[config.mk]
export PLATFORM = sky130hd
export DESIGN_NAME = gpio_irq_port
export DESIGN_NICKNAME = d
export VERILOG_FILES = /design/src/rtl/gpio_irq_pkg.sv /design/src/rtl/gpio_in_sync.sv /design/src/rtl/gpio_pin_irq.sv /design/src/rtl/gpio_regs.sv /design/src/rtl/gpio_irq_port.sv
export SDC_FILE = /design/constraint.sdc
export NUM_CORES = 1
export LEC_CHECK = 0
export BUFFER_PORTS_ARGS = -buffer_cell sky130_fd_sc_hd__clkbuf_2
export CORE_ASPECT_RATIO = 1.2
export CORE_MARGIN = 1.5
export CORE_UTILIZATION = 35
export DETAILED_ROUTE_END_ITERATION = 10
export PLACE_DENSITY = 0.64
export REMOVE_ABC_BUFFERS = 1
export SLEW_MARGIN = 20
export SYNTH_ARGS = -nofsm -noshare
export SYNTH_HDL_FRONTEND = slang
export SYNTH_SLANG_ARGS = --single-unit
[constraint.sdc]
create_clock -name clk -period 1.63 [get_ports clk]
set_clock_uncertainty 0.2 [all_clocks]
set_input_delay 0.2445 -clock clk [delete_from_list [all_inputs] [get_ports clk]]
set_output_delay 0.2445 -clock clk [all_outputs]
set_load 0.05 [all_outputs]
[src/rtl/gpio_irq_pkg.sv]
package gpio_irq_pkg;

  // byte offsets; the interrupt group begins at 0x30
  localparam int unsigned OFS_DOUT  = 32'h00;
  localparam int unsigned OFS_DIR   = 32'h04;
  localparam int unsigned OFS_IEN   = 32'h30;
  localparam int unsigned OFS_ITYPE = 32'h34;
  localparam int unsigned OFS_IPOL  = 32'h38;
  localparam int unsigned OFS_ISTAT = 32'h3C;
  localparam int unsigned OFS_EOI   = 32'h40;
  localparam int unsigned OFS_EXT   = 32'h44;

  typedef enum logic [3:0] {
    SEL_NONE,
    SEL_DOUT,
    SEL_DIR,
    SEL_IEN,
    SEL_ITYPE,
    SEL_IPOL,
    SEL_ISTAT,
    SEL_EOI,
    SEL_EXT
  } reg_sel_e;

  function automatic reg_sel_e decode_sel(input int unsigned ofs);
    reg_sel_e s;
    case (ofs)
      OFS_DOUT:  s = SEL_DOUT;
      OFS_DIR:   s = SEL_DIR;
      OFS_IEN:   s = SEL_IEN;
      OFS_ITYPE: s = SEL_ITYPE;
      OFS_IPOL:  s = SEL_IPOL;
      OFS_ISTAT: s = SEL_ISTAT;
      OFS_EOI:   s = SEL_EOI;
      OFS_EXT:   s = SEL_EXT;
      default:   s = SEL_NONE;
    endcase
    return s;
  endfunction

endpackage

[src/rtl/gpio_in_sync.sv]
module gpio_in_sync #(
  parameter int W      = 32,
  parameter int STAGES = 2
) (
  input  logic         clk,
  input  logic         rst,
  input  logic [W-1:0] pad_in,
  output logic [W-1:0] pad_sync
);

  logic [STAGES-1:0][W-1:0] stg_q;

  always_ff @(posedge clk) begin
    if (rst) begin
      stg_q <= '0;
    end else begin
      stg_q[0] <= pad_in;
      for (int s = 1; s < STAGES; s++) begin
        stg_q[s] <= stg_q[s-1];
      end
    end
  end

  assign pad_sync = stg_q[STAGES-1];

endmodule

[src/rtl/gpio_pin_irq.sv]
module gpio_pin_irq #(
  parameter int W = 32
) (
  input  logic         clk,
  input  logic         rst,
  input  logic [W-1:0] pin_sync,
  input  logic [W-1:0] ien,
  input  logic [W-1:0] itype,
  input  logic [W-1:0] ipol,
  input  logic [W-1:0] eoi_mask,
  output logic [W-1:0] status
);

  genvar i;
  generate
    for (i = 0; i < W; i++) begin : g_pin
      logic prev_q;
      logic pend_q;
      logic rise, fall, hit, armed, lvl_on;

      always_ff @(posedge clk) begin
        if (rst) prev_q <= 1'b0;
        else     prev_q <= pin_sync[i];
      end

      assign rise  = pin_sync[i] & ~prev_q;
      assign fall  = ~pin_sync[i] & prev_q;
      assign armed = ien[i] & itype[i];
      assign hit   = armed & (ipol[i] ? rise : fall);

      // a new edge wins over a clear in the same cycle
      always_ff @(posedge clk) begin
        if (rst) pend_q <= 1'b0;
        else     pend_q <= ((pend_q & ~eoi_mask[i]) | hit) & armed;
      end

      assign lvl_on    = ien[i] & ~itype[i] & ~(pin_sync[i] ^ ipol[i]);
      assign status[i] = pend_q | lvl_on;
    end
  endgenerate

endmodule

[src/rtl/gpio_regs.sv]
module gpio_regs #(
  parameter int W  = 32,
  parameter int AW = 8
) (
  input  logic          clk,
  input  logic          rst,
  input  logic          bus_wr,
  input  logic          bus_rd,
  input  logic [AW-1:0] bus_addr,
  input  logic [W-1:0]  bus_wdata,
  output logic [W-1:0]  bus_rdata,
  input  logic [W-1:0]  pin_sync,
  input  logic [W-1:0]  irq_status,
  output logic [W-1:0]  dout_q,
  output logic [W-1:0]  dir_q,
  output logic [W-1:0]  ien_q,
  output logic [W-1:0]  itype_q,
  output logic [W-1:0]  ipol_q,
  output logic [W-1:0]  eoi_mask
);
  import gpio_irq_pkg::*;

  reg_sel_e     sel;
  logic [W-1:0] rd_mux;

  assign sel      = decode_sel(32'(bus_addr));
  assign eoi_mask = (bus_wr && sel == SEL_EOI) ? bus_wdata : '0;

  always_ff @(posedge clk) begin
    if (rst) begin
      dout_q  <= '0;
      dir_q   <= '0;
      ien_q   <= '0;
      itype_q <= '0;
      ipol_q  <= '0;
    end else if (bus_wr) begin
      case (sel)
        SEL_DOUT:  dout_q  <= bus_wdata;
        SEL_DIR:   dir_q   <= bus_wdata;
        SEL_IEN:   ien_q   <= bus_wdata;
        SEL_ITYPE: itype_q <= bus_wdata;
        SEL_IPOL:  ipol_q  <= bus_wdata;
        default: ;
      endcase
    end
  end

  always_comb begin
    case (sel)
      SEL_DOUT:  rd_mux = dout_q;
      SEL_DIR:   rd_mux = dir_q;
      SEL_IEN:   rd_mux = ien_q;
      SEL_ITYPE: rd_mux = itype_q;
      SEL_IPOL:  rd_mux = ipol_q;
      SEL_ISTAT: rd_mux = irq_status;
      SEL_EXT:   rd_mux = pin_sync;
      default:   rd_mux = '0;
    endcase
  end

  always_ff @(posedge clk) begin
    if (rst)         bus_rdata <= '0;
    else if (bus_rd) bus_rdata <= rd_mux;
  end

endmodule

[src/rtl/gpio_irq_port.sv]
module gpio_irq_port #(
  parameter int W           = 32,
  parameter int AW          = 8,
  parameter int SYNC_STAGES = 2
) (
  input  logic          clk,
  input  logic          rst,
  input  logic          bus_wr,
  input  logic          bus_rd,
  input  logic [AW-1:0] bus_addr,
  input  logic [W-1:0]  bus_wdata,
  output logic [W-1:0]  bus_rdata,
  input  logic [W-1:0]  gpio_in,
  output logic [W-1:0]  gpio_out,
  output logic [W-1:0]  gpio_oe,
  output logic          irq
);

  logic [W-1:0] pin_sync;
  logic [W-1:0] ien, itype, ipol, eoi_mask;
  logic [W-1:0] irq_status;

  gpio_in_sync #(.W(W), .STAGES(SYNC_STAGES)) u_sync (
    .clk      (clk),
    .rst      (rst),
    .pad_in   (gpio_in),
    .pad_sync (pin_sync)
  );

  gpio_regs #(.W(W), .AW(AW)) u_regs (
    .clk        (clk),
    .rst        (rst),
    .bus_wr     (bus_wr),
    .bus_rd     (bus_rd),
    .bus_addr   (bus_addr),
    .bus_wdata  (bus_wdata),
    .bus_rdata  (bus_rdata),
    .pin_sync   (pin_sync),
    .irq_status (irq_status),
    .dout_q     (gpio_out),
    .dir_q      (gpio_oe),
    .ien_q      (ien),
    .itype_q    (itype),
    .ipol_q     (ipol),
    .eoi_mask   (eoi_mask)
  );

  gpio_pin_irq #(.W(W)) u_irq (
    .clk      (clk),
    .rst      (rst),
    .pin_sync (pin_sync),
    .ien      (ien),
    .itype    (itype),
    .ipol     (ipol),
    .eoi_mask (eoi_mask),
    .status   (irq_status)
  );

  always_ff @(posedge clk) begin
    if (rst) irq <= 1'b0;
    else     irq <= |irq_status;
  end

endmodule

Word-level counts from Yosys, hierarchy flattened
Index checks and enable logic that the tools add are counted. W data, S select, Z words.

Reductions and logical operators: 8. Bitwise operators: 512. Eq/ne operators: 15. Multiplexer cells: 35.

Operators with widths (count): $and A1 B1 Y1 (256); $pmux W32 S7 (1); $not A1 Y1 (160); $or A1 B1 Y1 (64); $eq A8 B6 Y1 const B (4); $mux W1 (32); $mux W32 (1); $pmux W4 S8 (1); $reduce_or A32 Y1 (1); $xor A1 B1 Y1 (32); $eq A4 B3 Y1 const B (4); $eq A8 B7 Y1 const B (2); $reduce_and A2 Y1 (5); $eq A4 B2 Y1 const B (2); $eq A8 B3 Y1 const B (1); $logic_not A8 Y1 (1); $eq A4 B1 Y1 const B (1); $eq A4 B4 Y1 const B (1); $logic_and A1 B1 Y1 (1).

Register bits: 321. Bits of input ports: 76. Word-level logic and storage cells: 643. Output and inout port bits: 97.

Longest topological paths before layout
Gate-level depths: netlist of the first run.

Depth in word-level cells: 9. Gate-level depth with buffers: 9. Mapped depth without buffers: 5.

Cells and area by module
From an unflattened synthesis of the first run, not the netlist that was laid out.

Cells, all modules: 1606. Area, all modules: 14630.3 um^2.

Modules (own cells, without submodules): gpio_regs (cells an instance 1068, instances 1, area each 8780.9 um^2, sequential area each 3843.7 um^2); gpio_pin_irq (cells an instance 359, instances 1, area each 3598.5 um^2, sequential area each 1281.2 um^2); gpio_in_sync (cells an instance 167, instances 1, area each 2158.3 um^2, sequential area each 1281.2 um^2); gpio_irq_port (cells an instance 12, instances 1, area each 92.6 um^2, sequential area each 20.0 um^2).

Worst setup path after synthesis of the first run
No wires, ideal clock.

Kind: input to register. Start: input bus_addr[6]. End: register u_regs.ipol_q[10]. Setup time: 0.132 ns. Required time: 1.298 ns. Path slack: -0.121 ns. Buffers on the path: 4. Arrival time: 1.419 ns. Stages on the path: 9. Cells stage by stage: and4bb_1 > buf_2 > and3_1 > buf_2 > and3_1 > buf_2 > buf_4 > nand2_1 > a21oi_1.

Cells in the longest elaborated chain, start to end: 4. Elaborated cells on any way between the ends: 11. Those cells by class: eq/ne: 8; mux: 1; reduce/logical: 2.

Ends and longest elaborated chain: start: declaration (RTL line gpio_irq_port.sv:10) `input logic [AW-1:0] bus_addr,`; $eq A8 B7 Y1 (tied with other cells) (RTL line gpio_irq_pkg.sv:27) `case (ofs)`; $pmux W4 S8 (*) (RTL line gpio_irq_pkg.sv:27); $eq A4 B3 Y1 (*) (RTL line gpio_regs.sv:37) `case (sel)`; $reduce_and A2 Y1 (no source line) (*); end signal: assignment (RTL line gpio_regs.sv:42) `SEL_IPOL: ipol_q <= bus_wdata;`; end: declaration (RTL line gpio_regs.sv:18) `output logic [W-1:0] ipol_q,`.

Every way passes the cells marked *; elsewhere a longest branch is shown, timed or not. A chain may end at the register's enable or synchronous reset.

Worst setup path in the final report of the first run
Start: register u_sync.stg_q (netlist bit u_sync.pad_sync[27]). End: register irq.

Cells in the longest elaborated chain, start to end: 5.

Ends and longest elaborated chain: start: declaration (RTL line gpio_in_sync.sv:11) `logic [STAGES-1:0][W-1:0] stg_q;`; start signal: indexed assignment (RTL line gpio_in_sync.sv:19) `stg_q[s] <= stg_q[s-1];`; $xor A1 B1 Y1 (RTL line gpio_pin_irq.sv:37) `assign lvl_on = ien[i] & ~itype[i] & ~(pin_sync[i] ^ ipol[i]);`; $not A1 Y1 (RTL line gpio_pin_irq.sv:37); $and A1 B1 Y1 (RTL line gpio_pin_irq.sv:37); $or A1 B1 Y1 (RTL line gpio_pin_irq.sv:38) `assign status[i] = pend_q | lvl_on;`; $reduce_or A32 Y1 (RTL line gpio_irq_port.sv:61) `else irq <= |irq_status;`; end signal: assignment (RTL line gpio_irq_port.sv:61); end: declaration (RTL line gpio_irq_port.sv:16) `output logic irq`.

No other way between the ends.

==> out/metrics.csv, run 1 <==
stage;metric;value;unit
pwr;share_clk_of_total_power;46.1;%
worst_setup_path;critical_path.endpoint_type;register;
finish;design.final.nets;2150;
routing;vias_per_cell;5.32;
yosys;yosys.area.top_type_share;47.9;%
sta;post-route-period-util;119;%
pwr;max-vdd-ir-drop;0.000795;V
finish;layoutNonFillerInstCount;2579;
sta;final_critical_path_setup_slack;-302;ps
sta;final_hold_viol_count;0;
grt;wire_length_of_the_first_global_routing_pass;72600;µm
clocking;number_of_h_tree_levels;2;
placement;placed_cells;2449;
yosys;synth_top_area_cell;dfxtp_1;
yosys;synth_enable_flop_cells;0;
sta;drv_slew;0;
grt;antenna_found_initial;0;
floorplan;overall_die_area;39500;µm²
run_status;status;complete, but fails checks;
yosys;synth_mux_area_share;1.04;%
yosys;synth_cells;1694;
clocking;clock_sink_count;321;
worst_hold_path;hp-class;input pin to register;
worst_setup_path;worst-setup-path-type;register to register;
sta;minimum_clock_period;1930;ps
pwr;internal_power;13000;µW
sta;setup_repair_after_global_routing_missed_its_margin;true;
yosys;async_reset_ff_share;0;%
worst_setup_path;path_max_fanout;2;
finish;seqCellArea;6460;µm²
floorplan;core.rowCount;78;
floorplan;placeableCoreArea;37800;µm²
placement;detailedPlacementHpwl;31600;µm
yosys;dominantRegCellSynth;dfxtp_1;
routing;ant_nets;0;
pwr;p_sw;3810;µW
yosys;mappedNetlistArea;13400;µm²
flow_run;cap_viol_max_count;0;
pwr;seq_power_share;47.7;%
grt;first_global_vias;13200;
routing;drt-total-wl;46500;µm
routing;drt-pass1-iter-count;5;
routing;routed_wire_length_per_instance;18.0;µm
placement;portBuffers;172;
yosys;number_of_distinct_standard_cells_referenced_by_the_synthesized_netlist;39;
yosys;post_synth_main_area_contributors;dfxtp_1 (48%), nand2_1 (12%), a21oi_1 (7.9%);
finish;area_of_the_multi_input_gates;6620;µm²
pwr;power_per_cell_area;896;nW/µm²
finish;antenna_cells;0;
finish;most_common_library_cell_in_the_layout_ignoring_fill_and_taps;nand2_1;
finish;drive_gt1_share;24.1;%
worst_setup_path;critical_path.startpoint_type;register;
sta;maxSlewHeadroom;64.0;%
floorplan;boundaryPins;173;
clocking;cts-root-buf;clkbuf_16;
routing;drc;0;
worst_setup_path;timing.critical_path.required;1810;ps
floorplan;dieHeight;218;µm
yosys;synth-xor-area-share;1.57;%
yosys;area_share_of_fa_ha_maj_cells_after_synthesis;0;%
sta;finalSetupViolations;1;
sta;timing_worst_slew_pin_value;540;ps
clocking;cts_tree;yes;
yosys;synthesized_area_fraction_occupied_by_ao_oa_aoi_and_oai_cells;19.6;%
floorplan;initial_utilization;35.5;%
pwr;combinationalPowerShare;6.2;%
placement;routabilityCongestion;0.857;
yosys;synth_top_family_by_area;simple AND/OR/NAND/NOR gates;
finish;syn2layout_area_growth;39.4;%
finish;design_area;18700;µm²
floorplan;die_w;182;µm
clocking;clk_pin_slew;60;ps
yosys;synth_simple_gate_area_share;25.5;%
clocking;worst_skew_pair.late_latency;520;ps
worst_setup_path;timing.critical_path.arrival;2110;ps
routing;drt_iter0_drc;1147;
sta;achievable-frequency;518;MHz
finish;fillers;3579;
pwr;switching_share;22.7;%
yosys;synth_area_per_cell;7.93;µm²
grt;grt_use_total;23.1;%
yosys;yosys_register_bits;321;
run_status;violations_in_the_final_reports;setup timing;
grt;grt_start_max_net_pins;58;
finish;mostFrequentLayoutCells;nand2_1 (420), dfxtp_1 (298), a21oi_1 (211);
clocking;clk_path_buf_depth;3;
yosys;share_of_the_yosys_chip_area_belonging_to_registers;47.9;%
grt;gr-total-overflow;0;
pwr;leakage;0.00688;µW
clocking;cts_buffers;36;
yosys;yosysWarnings;0;
placement;dpl_cell_area;16500;µm²
routing;via_count;13700;
cells by family after synthesis:
| family | Yosys count |
|---|---|
| compound gates | 434 |
| xor+xnor | 24 |
| buf+inv | 141 |
| flops | 321 |
| mux | 14 |
| simple gates | 760 |
worst paths after layout:
path | endpoint | startpoint | slack, ps | cells past startpoint
worst min-delay path | u_regs.bus_rdata[5]$_SDFFE_PP0P_ | bus_rd | 130 | 4
worst max register to register | irq$_SDFF_PP0_ | u_sync.pad_sync[27]$_SDFF_PP0_ | -300 | 5
worst min register to register | u_sync.pad_sync[16]$_SDFF_PP0_ | u_sync.stg_q[16]$_SDFF_PP0_ | 230 | 1
worst max-delay path | irq$_SDFF_PP0_ | u_sync.pad_sync[27]$_SDFF_PP0_ | -300 | 5
synthesized netlist by cell type, types with 26 or more instances:
master	instances
inv_1	26
nor2_1	85
o21ai_0	44
nand2_1	420
dfxtp_1	321
a211oi_1	32
nor2b_1	111
a221oi_1	31
a22oi_1	52
nand3_1	51
nor3_1	39
a21oi_1	213
buf_2	43
clkbuf_1	62
critical path, cell delays in order (launching register included):
cell and delay [ps]:
dfxtp_2 330, xnor2_2 130, a31oi_2 240, nand4_1 260, nor4_4 450, a31oi_2 180
power by group through the flow:
stage | Combinational, µW | Sequential (µW) | Clock [µW]
3_5_place_dp | 881 | 8170 | 0
6_report | 1040 | 8000 | 7730
3_3_place_gp | 873 | 8170 | 0
4_1_cts | 1020 | 8000 | 7880
2_1_floorplan | 228 | 8170 | 0
5_1_grt | 1110 | 8010 | 8190
layout make-up:
class | count | area share (%)
clock inverter | 6 | 0.194
timing repair buffer | 457 | 20.4
clock buffer | 57 | 5.78
tap | 480 | 3.21
sequential | 321 | 34.5
inverter | 26 | 0.522
multi-input combinational | 1232 | 35.4
stage by stage:
stage               hold slack (ps)  power (µW)  utilization [%]  setup TNS (ps)  worst slack (ps)
floorplan                       114        8400                -         -457010             -3040
global placement                217        9040             43.7          -78940              -463
detailed placement              223        9050             43.7          -85120              -458
CTS                             206       16900             49.1            -189              -189
global route                    157       17300             49.5            -429              -274
finish                          127       16800             49.5            -302              -302
what timing repair did:
item | CTS | global route
pin swaps | 9 | 27
setup buffers | 2 | 2
resized for setup | 79 | 76
hold buffers | 65 | 0
setup endpoints to repair | 54 | 101
cloned | 0 | 0
hold endpoints to repair | 201 | 0
per-layer routing:
| layer | wire length [µm] | vias to the layer above | track usage, % | share of wire (%) |
|---|---|---|---|---|
| met5 | 0 | - | 0 | 0 |
| met4 | 1320 | 0 | 7.33 | 2.8 |
| met3 | 3260 | 94 | 3.36 | 7.0 |
| met2 | 22000 | 551 | 39.2 | 47 |
| met1 | 20000 | 6501 | 30.2 | 43 |
| li1 | - | 6572 | - | - |
No activity file was read; power rests on OpenSTA's default activity.
==> inputs of run 2 (changes only) <==
PLACE_DENSITY = 0.62   (was 0.64)
clock period = 2.1 ns   (was 1.63 ns; I/O delays follow)
==> run 2 against run 1 <==
Net effect:
- the run now ends clean
- total power is 22% lower
- largest cell class unchanged
- hold slack better by 110 ps
- non-clock buffer count shrank 141
- sequential power down 22%
- clock-buffer cell count fell by 5
==> out/metrics.csv, run 2 (synthesis results as in run 1) <==
stage;metric;value;unit
worst_setup_path;crit_path_max_incr_delay;420;ps
floorplan;overall_die_area;39500;µm²
worst_setup_path;path_max_fanout;5;
routing;vias_per_cell;5.36;
worst_setup_path;critical_path.startpoint_type;register;
clocking;cts_buffers;36;
clocking;clk_path_buf_depth;3;
worst_setup_path;timing.critical_path.required;2260;ps
grt;grt_use_total;22.1;%
sta;post-route-period-util;97.4;%
finish;syn2layout_area_growth;29.5;%
floorplan;core.rowCount;78;
worst_setup_path;chain_of_cells_forming_the_critical_path;xnor2_1 > a31oi_2 > nand4_1 > nor4_4 > buf_4 > a31oi_1;
flow_run;cap_viol_max_count;0;
finish;antenna_cells;0;
finish;mostFrequentLayoutCells;nand2_1 (418), dfxtp_1 (315), a21oi_1 (213);
placement;portBuffers;172;
sta;timing.hold.ws;233;ps
pwr;leakage;0.00607;µW
clocking;worst_skew_pair.late_latency;520;ps
placement;dpl_cell_area;15500;µm²
finish;most_common_library_cell_in_the_layout_ignoring_fill_and_taps;nand2_1;
sta;timing_worst_slew_pin_value;407;ps
clocking;cts_tree;yes;
worst_setup_path;timing.critical_path.arrival;2200;ps
routing;drt-pass1-iter-count;6;
sta;achievable-frequency;489;MHz
routing;routed_wire_length_per_instance;18.2;µm
routing;drt-total-wl;44300;µm
placement;detailedPlacementHpwl;29800;µm
sta;setup_repair_after_global_routing_missed_its_margin;false;
sta;final_hold_viol_count;0;
floorplan;boundaryPins;173;
finish;design_area;17400;µm²
routing;drt_iter0_drc;1132;
clocking;post_cts_repair_setup_buffers;0;
clocking;cts-root-buf;clkbuf_16;
finish;finalCoreUtilization;46.0;%
worst_hold_path;hp-class;register to register;
pwr;max-vdd-ir-drop;0.000541;V
sta;finalSetupViolations;0;
floorplan;placeableCoreArea;37800;µm²
finish;drive_gt1_share;16.8;%
clocking;clk_pin_slew;60;ps
worst_setup_path;cp_slowest_cell;dfxtp_1;
finish;design.final.nets;2009;
sta;minimum_clock_period;2040;ps
routing;ant_nets;0;
worst_setup_path;worst-setup-path-type;register to register;
pwr;power_per_cell_area;753;nW/µm²
routing;drc;0;
sta;drv_slew;0;
worst_setup_path;critical_path.endpoint_type;register;
routing;via_count;13000;
sta;maxSlewHeadroom;72.9;%
clocking;clock_sink_count;321;
floorplan;dieHeight;218;µm
grt;antenna_found_initial;0;
run_status;status;complete, no violations;
grt;first_global_vias;12300;
clocking;number_of_h_tree_levels;2;
grt;grt_start_max_net_pins;70;
grt;gr-total-overflow;0;
placement;routabilityCongestion;0.845;
floorplan;die_w;182;µm
grt;wire_length_of_the_first_global_routing_pass;69500;µm
floorplan;initial_utilization;35.5;%
-- run 2: cell type report --
| type | count | area, µm² |
|---|---|---|
| timing repair buffer | 316 | 2590 |
| clock buffer | 52 | 1050 |
| inverter | 26 | 97.6 |
| sequential | 321 | 6430 |
| multi-input combinational | 1232 | 6530 |
| tap | 480 | 601 |
| fill | 3668 | 20400 |
| clock inverter | 6 | 82.6 |
-- run 2: power breakdown --
part	switching (µW)	internal, µW	total, µW
Sequential	58.4	6170	6230
Combinational	402	321	722
Clock	2440	3700	6140
Total	2900	10200	13100
-- run 2: final timing paths --
| check | endpoint | from | slack (ps) | cells after the start |
|---|---|---|---|---|
| max | irq$_SDFF_PP0_ | u_regs.ipol_q[14]$_SDFFE_PP0P_ | 60 | 6 |
| min | u_sync.pad_sync[21]$_SDFF_PP0_ | u_sync.stg_q[21]$_SDFF_PP0_ | 230 | 1 |
| max reg2reg | irq$_SDFF_PP0_ | u_regs.ipol_q[14]$_SDFFE_PP0P_ | 60 | 6 |
| min reg2reg | u_sync.pad_sync[21]$_SDFF_PP0_ | u_sync.stg_q[21]$_SDFF_PP0_ | 230 | 1 |
-- run 2: timing repair --
item | 4_1_cts | 5_1_grt
setup endpoints to repair | 1 | 1
hold endpoints to repair | 203 | 0
hold buffers | 69 | 0
gates resized for setup | 2 | 12
pin swaps | 0 | 2
-- run 2: worst max-delay path: cells and delay by family (launching register included) --
family,cells,cell delay (ps)
compound gates,2,400
xor+xnor,1,120
buf+inv,1,170
flops,1,420
simple gates,2,570
-- run 2: metrics by stage --
stage	std cells	TNS [ps]	total power, µW	setup slack, ps
global placement	2306	-181	6970	-181
CTS	2433	0	13200	13.8
floorplan	1579	-367530	6520	-2640
finish	2433	0	13100	55.2
global route	2433	0	13500	0.859
detailed placement	2306	-136	6970	-136
-- run 2: layer usage --
metal	vias to the layer above	wire, µm	global-route usage (%)
li1	6290	-	-
met1	6175	20100	30.4
met2	499	20500	36.3
met3	70	2910	2.97
met4	0	781	5.69
met5	-	0	0
==> inputs of run 3 (changes only) <==
ABC_AREA = 1   (was unset)
==> run 3 against run 2 <==
Net effect:
- first-iteration DRC count fell by 26%
- critical path depth fell by 5
- via count increased by 4.2%
- combinational power decreased by 3.6%
- synthesized cell count rose by 19%
- final cell count is 14% higher
- die area rose by 3.2%
- routed wire length fell by 1.3%
- register-to-register slack better by 290 ps
- hold slack got worse by 220 ps
- sequential share of layout area barely moved
- critical endpoint is now gpio_oe[25]
- largest power group is now clock
==> out/metrics.csv, run 3 <==
stage;metric;value;unit
worst_hold_path;timing.hold.worst.start;bus_rd;
sta;minimum_clock_period;1810;ps
yosys;number_of_distinct_standard_cells_referenced_by_the_synthesized_netlist;20;
pwr;max-vdd-ir-drop;0.000393;V
placement;detailedPlacementHpwl;28600;µm
flow_run;cap_viol_max_count;0;
floorplan;dieHeight;221;µm
floorplan;die_w;185;µm
sta;finalSetupViolations;0;
finish;drive_gt1_share;13.5;%
clocking;cts-root-buf;clkbuf_16;
worst_hold_path;hp-class;input pin to register;
clocking;post_cts_hold_buffer_count;64;
sta;maxSlewHeadroom;64.3;%
grt;first_global_vias;13000;
finish;finalCoreUtilization;44.6;%
sta;final_critical_path_setup_slack;286;ps
floorplan;core.rowCount;79;
yosys;synth_area_per_cell;6.90;µm²
clocking;clk_path_buf_depth;3;
floorplan;initial_utilization;35.6;%
finish;most_common_library_cell_in_the_layout_ignoring_fill_and_taps;nand2_1;
yosys;synth_cells;2009;
worst_setup_path;worst-setup-path-type;register to output pin;
worst_setup_path;timing.reg2reg.setup_slack;350;ps
grt;grt_start_max_net_pins;103;
worst_setup_path;path_max_fanout;3;
floorplan;boundaryPins;173;
clocking;cts_tree;yes;
finish;mostFrequentLayoutCells;nand2_1 (358), dfxtp_1 (321), inv_1 (292);
yosys;post_synth_main_area_contributors;dfxtp_1 (46%), nand2_1 (9.7%), a21oi_1 (8.1%);
placement;dpl_worst_slack;158;ps
placement;portBuffers;172;
yosys;yosysWarnings;0;
worst_setup_path;critical_path.endpoint_type;output pin;
clocking;post_cts_resize_count;0;
finish;area_of_the_multi_input_gates;5830;µm²
grt;gr-total-overflow;0;
grt;antenna_found_initial;2;
routing;drt-pass1-iter-count;5;
yosys;share_of_the_yosys_chip_area_belonging_to_registers;46.4;%
clocking;post_cts_repair_setup_buffers;0;
finish;fillers;4027;
grt;wire_length_of_the_first_global_routing_pass;69300;µm
worst_setup_path;timing.critical_path.max_delay_family;flip-flops;
placement;routabilityCongestion;0.844;
routing;ant_nets;0;
worst_setup_path;rr_startpoint;u_regs.ipol_q[29]$_SDFFE_PP0P_;
routing;drt_iter0_drc;840;
finish;seqCellArea;6430;µm²
worst_setup_path;crit_path_max_incr_delay;450;ps
clocking;worst_skew_pair.late_latency;530;ps
pwr;power_per_cell_area;768;nW/µm²
finish;design.final.nets;2296;
floorplan;overall_die_area;40800;µm²
grt;grt_use_total;21.5;%
routing;vias_per_cell;4.90;
clocking;clk_pin_slew;60;ps
worst_setup_path;cp_slowest_cell;dfxtp_1;
yosys;mappedNetlistArea;13900;µm²
sta;setup_total_negative_slack;0;ps
yosys;synth_top_cells_by_count;nand2_1 (359), dfxtp_1 (321), inv_1 (294);
sta;final_hold_viol_count;0;
finish;syn2layout_area_growth;25.2;%
sta;achievable-frequency;551;MHz
sta;drv_slew;0;
yosys;synth.most_common_cell;nand2_1;
yosys;yosys.area.top_type_share;46.4;%
worst_setup_path;crit_path_start;u_regs.dir_q[25]$_SDFFE_PP0P_;
clocking;clock_sink_count;321;
yosys;async_reset_ff_share;0;%
routing;routed_wire_length_per_instance;15.8;µm
worst_setup_path;critPathBufInv;1;
sta;setup_repair_after_global_routing_missed_its_margin;false;
clocking;number_of_h_tree_levels;2;
sta;post-route-period-util;86.4;%
yosys;synth_top_area_cell;dfxtp_1;
routing;drc;0;
worst_setup_path;timing.critical_path.arrival;1300;ps
routing;via_count;13600;
routing;drt-total-wl;43700;µm
worst_setup_path;critical_path.startpoint_type;register;
run_status;status;complete, no violations;
yosys;dominantRegCellSynth;dfxtp_1;
pwr;leakage;0.00736;µW
yosys;yosys_register_bits;321;
placement;placed_cells;2644;
worst_setup_path;chain_of_cells_forming_the_critical_path;clkbuf_2;
yosys;synth_enable_flop_cells;0;
worst_setup_path;timing.critical_path.required;1580;ps
finish;layoutNonFillerInstCount;2773;
sta;timing_worst_slew_pin_value;536;ps
floorplan;placeableCoreArea;38900;µm²
clocking;cts_buffers;36;
run 3: cell count changes after synthesis, sizes merged, moves of 39 or more:
cell	previous run	this run
nor2b	111	0
nor2	85	257
nand2	420	361
nor3	40	1
o21ai	49	224
nand3	52	180
inv	26	303
a22oi	52	0
run 3: logic make-up (layout without fill, tap and decap cells):
family	Yosys count	in the layout	share of synthesized area (%)
simple gates	799	799	23.8
flops	321	321	46.4
buf+inv	409	645	11.9
compound gates	480	480	17.9
other cells	0	2	0
run 3: layer usage:
metal | vias to the layer above | track usage, % | share of wire (%)
li1 | 6815 | - | -
met1 | 6284 | 27.6 | 44
met2 | 378 | 35.5 | 46
met3 | 100 | 3.75 | 6.3
met4 | 0 | 9.05 | 4.0
met5 | - | 0 | 0
run 3: tightest hold or removal path: cells and delay by family:
family / cells / cell delay (ps)
buffers and inverters: 1 / 210
and+or+nand+nor: 1 / 120
AOI/OAI and AO/OA: 1 / 50
run 3: report_power, final:
group | internal [µW] | total [µW] | switching, µW
clock network | 3860 | 6410 | 2540
logic | 266 | 696 | 430
registers | 6170 | 6220 | 51.8
total | 10300 | 13300 | 3030
run 3: path summary, 6_finish.rpt:
check                                                    endpoint  cells after the start
worst max-delay path                                  gpio_oe[25]                      1
worst min-delay path            u_regs.bus_rdata[16]$_SDFFE_PP0P_                      3
worst max register to register                     irq$_SDFF_PP0_                     10
worst min register to register      u_sync.pad_sync[2]$_SDFF_PP0_                      2
run 3: through the flow:
stage                     hold WS (ps)  power [µW]  area, µm²
final                             16.6       13300      17400
after global routing              1.22       13800      17400
after CTS                         4.10       13500      17400
after detailed placement           192        6960      15500
after global placement             191        6950      15500
after floorplan                    184        6620      13300
run 3: cell type report:
class	instances	area share, %
clock buffer	52	6.29
multi-input combinational	1279	33.6
antenna	2	0.0288
tap	526	3.79
sequential	321	37.0
inverter	303	6.57
timing repair buffer	279	12.0
clock inverter	11	0.685
